**config.mk**
```make
export PLATFORM = sky130hd
export DESIGN_NAME = irq_capture_unit
export DESIGN_NICKNAME = d
export VERILOG_FILES = /design/src/rtl/irq_cap_pkg.sv /design/src/rtl/irq_sync.sv /design/src/rtl/irq_lane.sv /design/src/rtl/irq_prio.sv /design/src/rtl/irq_resp_seq.sv /design/src/rtl/irq_capture_unit.sv
export SDC_FILE = /design/constraint.sdc
export NUM_CORES = 1
export LEC_CHECK = 0
export ABC_AREA = 1
export BUFFER_PORTS_ARGS = -buffer_cell sky130_fd_sc_hd__buf_4
export CAP_MARGIN = 20
export CORE_MARGIN = 5
export CORE_UTILIZATION = 50
export DETAILED_ROUTE_END_ITERATION = 6
export MAX_ROUTING_LAYER = met4
export PLACE_DENSITY = 0.75
export SYNTH_ARGS = -nofsm -noshare
export SYNTH_HDL_FRONTEND = slang
export SYNTH_SLANG_ARGS = --single-unit
```
**constraint.sdc**
```tcl
create_clock -name clk_i -period 2.07 [get_ports clk_i]
set_input_delay 0.621 -clock clk_i [delete_from_list [all_inputs] [get_ports clk_i]]
set_output_delay 0.621 -clock clk_i [all_outputs]
set_load 0.03 [all_outputs]
```
**src/rtl/irq_cap_pkg.sv**
```systemverilog
package irq_cap_pkg;
  typedef enum logic [1:0] {
    PH_IDLE  = 2'd0,
    PH_VREAD = 2'd1,
    PH_FETCH = 2'd2
  } resp_phase_e;
endpackage

```
**src/rtl/irq_sync.sv**
```systemverilog
module irq_sync #(
  parameter int STAGES = 2
) (
  input  logic clk_i,
  input  logic rst_ni,
  input  logic async_i,
  output logic sync_o
);
  logic [STAGES-1:0] q;

  always_ff @(posedge clk_i or negedge rst_ni) begin
    if (!rst_ni) q <= '0;
    else         q <= {q[STAGES-2:0], async_i};
  end

  assign sync_o = q[STAGES-1];
endmodule

```
**src/rtl/irq_lane.sv**
```systemverilog
module irq_lane #(
  parameter int LOCK_CYC = 2
) (
  input  logic clk_i,
  input  logic rst_ni,
  input  logic smp_i,
  input  logic edge_mode_i,
  input  logic en_i,
  input  logic clr_i,
  output logic pend_o,
  output logic accept_o
);
  localparam int LCW = (LOCK_CYC > 1) ? $clog2(LOCK_CYC) : 1;
  localparam logic [LCW-1:0] LOCK_LOAD = LCW'(LOCK_CYC - 1);

  logic           prev_q;
  logic           pend_q;
  logic [LCW-1:0] lock_q;
  logic           rise, det, locked;

  assign rise     = smp_i & ~prev_q;
  assign det      = edge_mode_i ? rise : smp_i;
  assign locked   = (lock_q != '0);
  assign accept_o = det & en_i & ~locked;
  assign pend_o   = pend_q;

  always_ff @(posedge clk_i or negedge rst_ni) begin
    if (!rst_ni) begin
      prev_q <= 1'b0;
      pend_q <= 1'b0;
      lock_q <= '0;
    end else begin
      prev_q <= smp_i;
      // a new acceptance wins over a same-edge clear
      pend_q <= (pend_q & ~clr_i) | accept_o;
      if (accept_o)    lock_q <= LOCK_LOAD;
      else if (locked) lock_q <= lock_q - LCW'(1);
    end
  end

  if (LOCK_CYC >= 2) begin : g_lock_chk
    a_r5_lockout: assert property (@(posedge clk_i) disable iff (!rst_ni)
      accept_o |=> !accept_o);
  end

  a_r6_disabled_no_set: assert property (@(posedge clk_i) disable iff (!rst_ni)
    (!en_i && !pend_q) |=> !pend_q);

  a_r3_edge_held: assert property (@(posedge clk_i) disable iff (!rst_ni)
    (edge_mode_i && smp_i && prev_q) |-> !accept_o);

  a_r7_clear_only: assert property (@(posedge clk_i) disable iff (!rst_ni)
    (clr_i && !accept_o) |=> !pend_o);
endmodule

```
**src/rtl/irq_prio.sv**
```systemverilog
module irq_prio #(
  parameter int N_SRC = 4,
  parameter int IDW   = 2
) (
  input  logic [N_SRC-1:0] req_i,
  output logic             any_o,
  output logic [IDW-1:0]   id_o
);
  always_comb begin
    id_o = '0;
    for (int i = N_SRC - 1; i >= 0; i--) begin
      if (req_i[i]) id_o = IDW'(i);
    end
  end

  assign any_o = |req_i;
endmodule

```
**src/rtl/irq_resp_seq.sv**
```systemverilog
module irq_resp_seq
  import irq_cap_pkg::*;
#(
  parameter int             IDW      = 2,
  parameter int             VEC_W    = 8,
  parameter logic [VEC_W-1:0] VEC_BASE = '0
) (
  input  logic             clk_i,
  input  logic             rst_ni,
  input  logic             ack_i,
  input  logic             any_i,
  input  logic [IDW-1:0]   id_i,
  output logic             grant_o,
  output logic [IDW-1:0]   id_o,
  output logic             vec_rd_o,
  output logic             fetch_o,
  output logic [VEC_W-1:0] vec_addr_o
);
  resp_phase_e    phase_q, phase_d;
  logic [IDW-1:0] id_q;

  assign grant_o = ack_i & any_i & (phase_q == PH_IDLE);

  always_comb begin
    phase_d = phase_q;
    unique case (phase_q)
      PH_IDLE:  if (grant_o) phase_d = PH_VREAD;
      PH_VREAD: phase_d = PH_FETCH;
      PH_FETCH: phase_d = PH_IDLE;
      default:  phase_d = PH_IDLE;
    endcase
  end

  always_ff @(posedge clk_i or negedge rst_ni) begin
    if (!rst_ni) begin
      phase_q <= PH_IDLE;
      id_q    <= '0;
    end else begin
      phase_q <= phase_d;
      if (grant_o) id_q <= id_i;
    end
  end

  assign id_o       = id_q;
  assign vec_rd_o   = (phase_q == PH_VREAD);
  assign fetch_o    = (phase_q == PH_FETCH);
  assign vec_addr_o = VEC_BASE + VEC_W'(id_q);

  a_r8_vread_after_grant: assert property (@(posedge clk_i) disable iff (!rst_ni)
    grant_o |=> (vec_rd_o && id_o == $past(id_i)));

  a_r9_fetch_follows: assert property (@(posedge clk_i) disable iff (!rst_ni)
    vec_rd_o |=> (fetch_o && !vec_rd_o));

  a_r9_idle_after_fetch: assert property (@(posedge clk_i) disable iff (!rst_ni)
    fetch_o |=> (!fetch_o && !vec_rd_o));

  a_r8_phase_excl: assert property (@(posedge clk_i) disable iff (!rst_ni)
    !(vec_rd_o && fetch_o));
endmodule

```
**src/rtl/irq_capture_unit.sv**
```systemverilog
module irq_capture_unit #(
  parameter int               N_SRC       = 4,
  parameter int               SYNC_STAGES = 2,
  parameter int               LOCK_CYC    = 2,
  parameter int               VEC_W       = 8,
  parameter logic [VEC_W-1:0] VEC_BASE    = 8'h40,
  localparam int              IDW         = (N_SRC > 1) ? $clog2(N_SRC) : 1
) (
  input  logic             clk_i,
  input  logic             rst_ni,
  input  logic [N_SRC-1:0] irq_req_i,
  input  logic             cfg_we_i,
  input  logic [N_SRC-1:0] cfg_edge_i,
  input  logic [N_SRC-1:0] cfg_en_i,
  input  logic             ack_i,
  output logic [N_SRC-1:0] pend_o,
  output logic             irq_o,
  output logic             vec_rd_o,
  output logic [VEC_W-1:0] vec_addr_o,
  output logic             fetch_o,
  output logic [IDW-1:0]   ack_id_o
);
  logic [N_SRC-1:0] edge_q, en_q;
  logic [N_SRC-1:0] smp, acc, clr;
  logic             any, grant;
  logic [IDW-1:0]   win_id;

  always_ff @(posedge clk_i or negedge rst_ni) begin
    if (!rst_ni) begin
      edge_q <= '0;
      en_q   <= '0;
    end else if (cfg_we_i) begin
      edge_q <= cfg_edge_i;
      en_q   <= cfg_en_i;
    end
  end

  for (genvar i = 0; i < N_SRC; i++) begin : g_src
    irq_sync #(.STAGES(SYNC_STAGES)) u_sync (
      .clk_i   (clk_i),
      .rst_ni  (rst_ni),
      .async_i (irq_req_i[i]),
      .sync_o  (smp[i])
    );

    assign clr[i] = grant && (win_id == IDW'(i));

    irq_lane #(.LOCK_CYC(LOCK_CYC)) u_lane (
      .clk_i       (clk_i),
      .rst_ni      (rst_ni),
      .smp_i       (smp[i]),
      .edge_mode_i (edge_q[i]),
      .en_i        (en_q[i]),
      .clr_i       (clr[i]),
      .pend_o      (pend_o[i]),
      .accept_o    (acc[i])
    );
  end

  irq_prio #(.N_SRC(N_SRC), .IDW(IDW)) u_prio (
    .req_i (pend_o),
    .any_o (any),
    .id_o  (win_id)
  );

  irq_resp_seq #(.IDW(IDW), .VEC_W(VEC_W), .VEC_BASE(VEC_BASE)) u_seq (
    .clk_i      (clk_i),
    .rst_ni     (rst_ni),
    .ack_i      (ack_i),
    .any_i      (any),
    .id_i       (win_id),
    .grant_o    (grant),
    .id_o       (ack_id_o),
    .vec_rd_o   (vec_rd_o),
    .fetch_o    (fetch_o),
    .vec_addr_o (vec_addr_o)
  );

  assign irq_o = any;

  a_r9_busy_no_grant: assert property (@(posedge clk_i) disable iff (!rst_ni)
    (vec_rd_o || fetch_o) |-> !grant);

  a_r7_single_clear: assert property (@(posedge clk_i) disable iff (!rst_ni)
    grant |=> ($countones($past(pend_o) & ~pend_o) <= 1));

  a_r6_no_accept_disabled: assert property (@(posedge clk_i) disable iff (!rst_ni)
    (acc & ~en_q) == '0);
endmodule

```
==> flow_summary.json <==
{
  "fill_cells": 214,
  "first_pass_iters": 4,
  "final-hold-violation-count": 0,
  "grt_pass1_vias": 805,
  "crit_slowest_cell": "dfrtp_1",
  "clk_pin_slew_ps": 90,
  "period_needed_ps": 1780,
  "r2r-end": "g_src[0].u_lane.pend_o$_DFF_PN0_",
  "ys_types": 19,
  "setup_violations": 0,
  "worstPathArrival_ps": 1160,
  "vias_per_cell": 4.68,
  "wl_per_cell_um": 12.3,
  "clk_latency_ps": 320,
  "yosysSeqAreaShare_pct": 65.2,
  "cts_root_buffer": "clkbuf_4",
  "post-synth-top-area-cell": "dfrtp_1",
  "drt_iter0_drc": 14,
  "num_antenna_cells": 0,
  "cp-endpoint": "irq_o",
  "ios": 33,
  "gp_congestion": 0.792,
  "ctsHoldBuffers": 0,
  "postSynthCellCount": 106,
  "peakVddDrop_mv": 0.694,
  "wl_um": 1970,
  "numCtsBuffers": 5,
  "critical_path_depth": 3,
  "start_util_pct": 51.0,
  "reg2regPathDepth": 4,
  "dieArea_um2": 3550,
  "synth_edf_count": 0,
  "maxCapViolCount": 0,
  "crit_type": "flop to output port",
  "ff2ff_setup_slack_ps": 1010,
  "cpPeakStageDelay_ps": 440,
  "die_h_um": 59.6,
  "synth-main-ff-cell": "dfrtp_1",
  "core-area_um2": 2410,
  "postCtsSetupRepairBufs": 0,
  "ys_warn_count": 0,
  "grt_use_total_pct": 14.0,
  "worstSetupStartpointType": "flop",
  "outcome": "finished clean",
  "cp.required_ps": 1450,
  "drv_slew": 0,
  "die_x_um": 59.6,
  "cts_tree": "done",
  "cts_resized": 0,
  "ys_top_cells_by_area": "dfrtp_1 (65%), buf_4 (7.3%), mux2_2 (7.3%)",
  "synth_common_cells": "dfrtp_1 (32), nand2_1 (14), inv_1 (13)",
  "hp-class": "input pin to async pin",
  "yosysMostFrequentCell": "dfrtp_1",
  "end_kind": "output port",
  "ys_async_sr_fraction_pct": 100,
  "drc": 0,
  "power_density_nw_per_um2": 1160,
  "rsz0062_at_grt": "no",
  "min_period_over_period_pct": 85.9,
  "crit_buf_inv": 1,
  "yosys.area.top_type_share_pct": 65.2,
  "synth_seq_cells": 32,
  "area_growth_pct": 17.7,
  "final_net_count": 146,
  "drive_gt1_share_pct": 37.7,
  "whs_ps": 212,
  "crit_family": "flip-flops",
  "gr-total-overflow": 0,
  "antenna_found_initial": 0,
  "syn_area_per_cell_um2": 11.6,
  "row_count": 18,
  "worstPathCellList": "nor2_2, nand2_2, buf_4",
  "cts.path.max_buffers": 2,
  "r2r_start": "u_seq.phase_q[1]$_DFFE_PN0P_",
  "clkSinkCount": 32,
  "dp_hpwl_um": 1510,
  "grt_pass1_wl_um": 3340,
  "htree_levels": 2,
  "port_buffers": 26,
  "p_leak_nw": 0.771,
  "crit_path_start": "g_src[2].u_lane.pend_o$_DFF_PN0_",
  "final_antenna_net_count": 0,
  "grt_max_degree": 33,
  "netlist_area_um2": 1230,
  "max_freq_mhz": 563,
  "critPathMaxFanout": 5,
  "vias": 749,
  "tns_ps": 0,
  "finClkSkew_ps": 1.98
}
==> worst min path at each step <==
| stage | end | startpoint | cells after the start |
|---|---|---|---|
| after detailed placement | g_src[3].u_sync.q[1]$_DFF_PN0_ | g_src[3].u_sync.q[0]$_DFF_PN0_ | 0 |
| after floorplan | edge_q[0]$_DFFE_PN0P_ | rst_ni | 0 |
| after CTS | u_seq.id_o[0]$_DFFE_PN0P_ | rst_ni | 1 |
| after global routing | u_seq.id_o[0]$_DFFE_PN0P_ | rst_ni | 1 |
| after global placement | g_src[2].u_sync.q[1]$_DFF_PN0_ | g_src[2].u_sync.q[0]$_DFF_PN0_ | 0 |
| final | u_seq.id_o[0]$_DFFE_PN0P_ | rst_ni | 1 |
==> stage by stage <==
| step | cells | worst slack, ps | instance area, um^2 | util, % | power [mW] |
|---|---|---|---|---|---|
| final | 160 | 293 | 1450 | 60.0 | 1.67 |
| after global routing | 160 | 217 | 1450 | 60.0 | 1.76 |
| after CTS | 160 | 279 | 1450 | 60.0 | 1.69 |
| after detailed placement | 153 | 645 | 1380 | 57.3 | 1.31 |
| after global placement | 153 | 677 | 1380 | 57.3 | 1.29 |
| after floorplan | 110 | 629 | 1240 | - | 1.18 |
==> sequential cells by signal, indices dropped and copies added (netlist names) <==
| register | cells |
|---|---|
| u_seq.id_o | 2 |
| g_src.u_lane.lock_q | 4 |
| g_src.u_lane.prev_q | 4 |
| g_src.u_lane.pend_o | 4 |
| g_src.u_sync.q | 8 |
| edge_q | 4 |
| u_seq.phase_q | 2 |
| en_q | 4 |
==> cells in the final DEF, fill, tap and decap left out, types with 2 or more instances in the layout <==
cell type | synthesis | layout
nand3_1 | 4 | 4
conb_1 | 2 | 6
clkbuf_8 | 0 | 2
buf_4 | 12 | 26
clkbuf_4 | 0 | 5
nand2_1 | 14 | 14
inv_1 | 13 | 13
nor2_2 | 2 | 2
mux2_2 | 8 | 8
nor2_1 | 8 | 8
dfrtp_1 | 32 | 32
nand4_1 | 2 | 2
==> kinds of logic after synthesis <==
| family | count (synthesis) | synth area share, % |
|---|---|---|
| AND/OR/NAND/NOR | 33 | 12.6 |
| flip-flops | 32 | 65.2 |
| buffers and inverters | 27 | 12.0 |
| multiplexers | 8 | 7.33 |
| AO/OA/AOI/OAI | 4 | 2.24 |
| other | 2 | 0.611 |
==> where the power goes <==
| part | leakage (nW) | switching (mW) | internal [mW] |
|---|---|---|---|
| clock | 0.0374 | 0.189 | 0.192 |
| combinational | 0.352 | 0.313 | 0.185 |
| sequential | 0.382 | 0.0772 | 0.715 |
==> layer usage <==
layer | share of wire [%] | routed length, um | track usage (%) | up-vias
li1 | - | - | - | 357
met1 | 37 | 738 | 12.7 | 358
met2 | 50 | 991 | 24.2 | 29
met3 | 11 | 221 | 7.41 | 5
met4 | 1.1 | 21 | 5.70 | 0
met5 | 0 | 0 | - | -
==> cell type report <==
class / instances / area [um^2] / share of cell area (%)
clock buffers: 7 / 65.1 / 4.50
flip-flops and latches: 32 / 801 / 55.4
multi-input cells: 51 / 295 / 20.4
inverters: 14 / 52.6 / 3.63
well taps: 30 / 37.5 / 2.60
repair buffers: 26 / 195 / 13.5
Power figures use the tool's default switching activity.
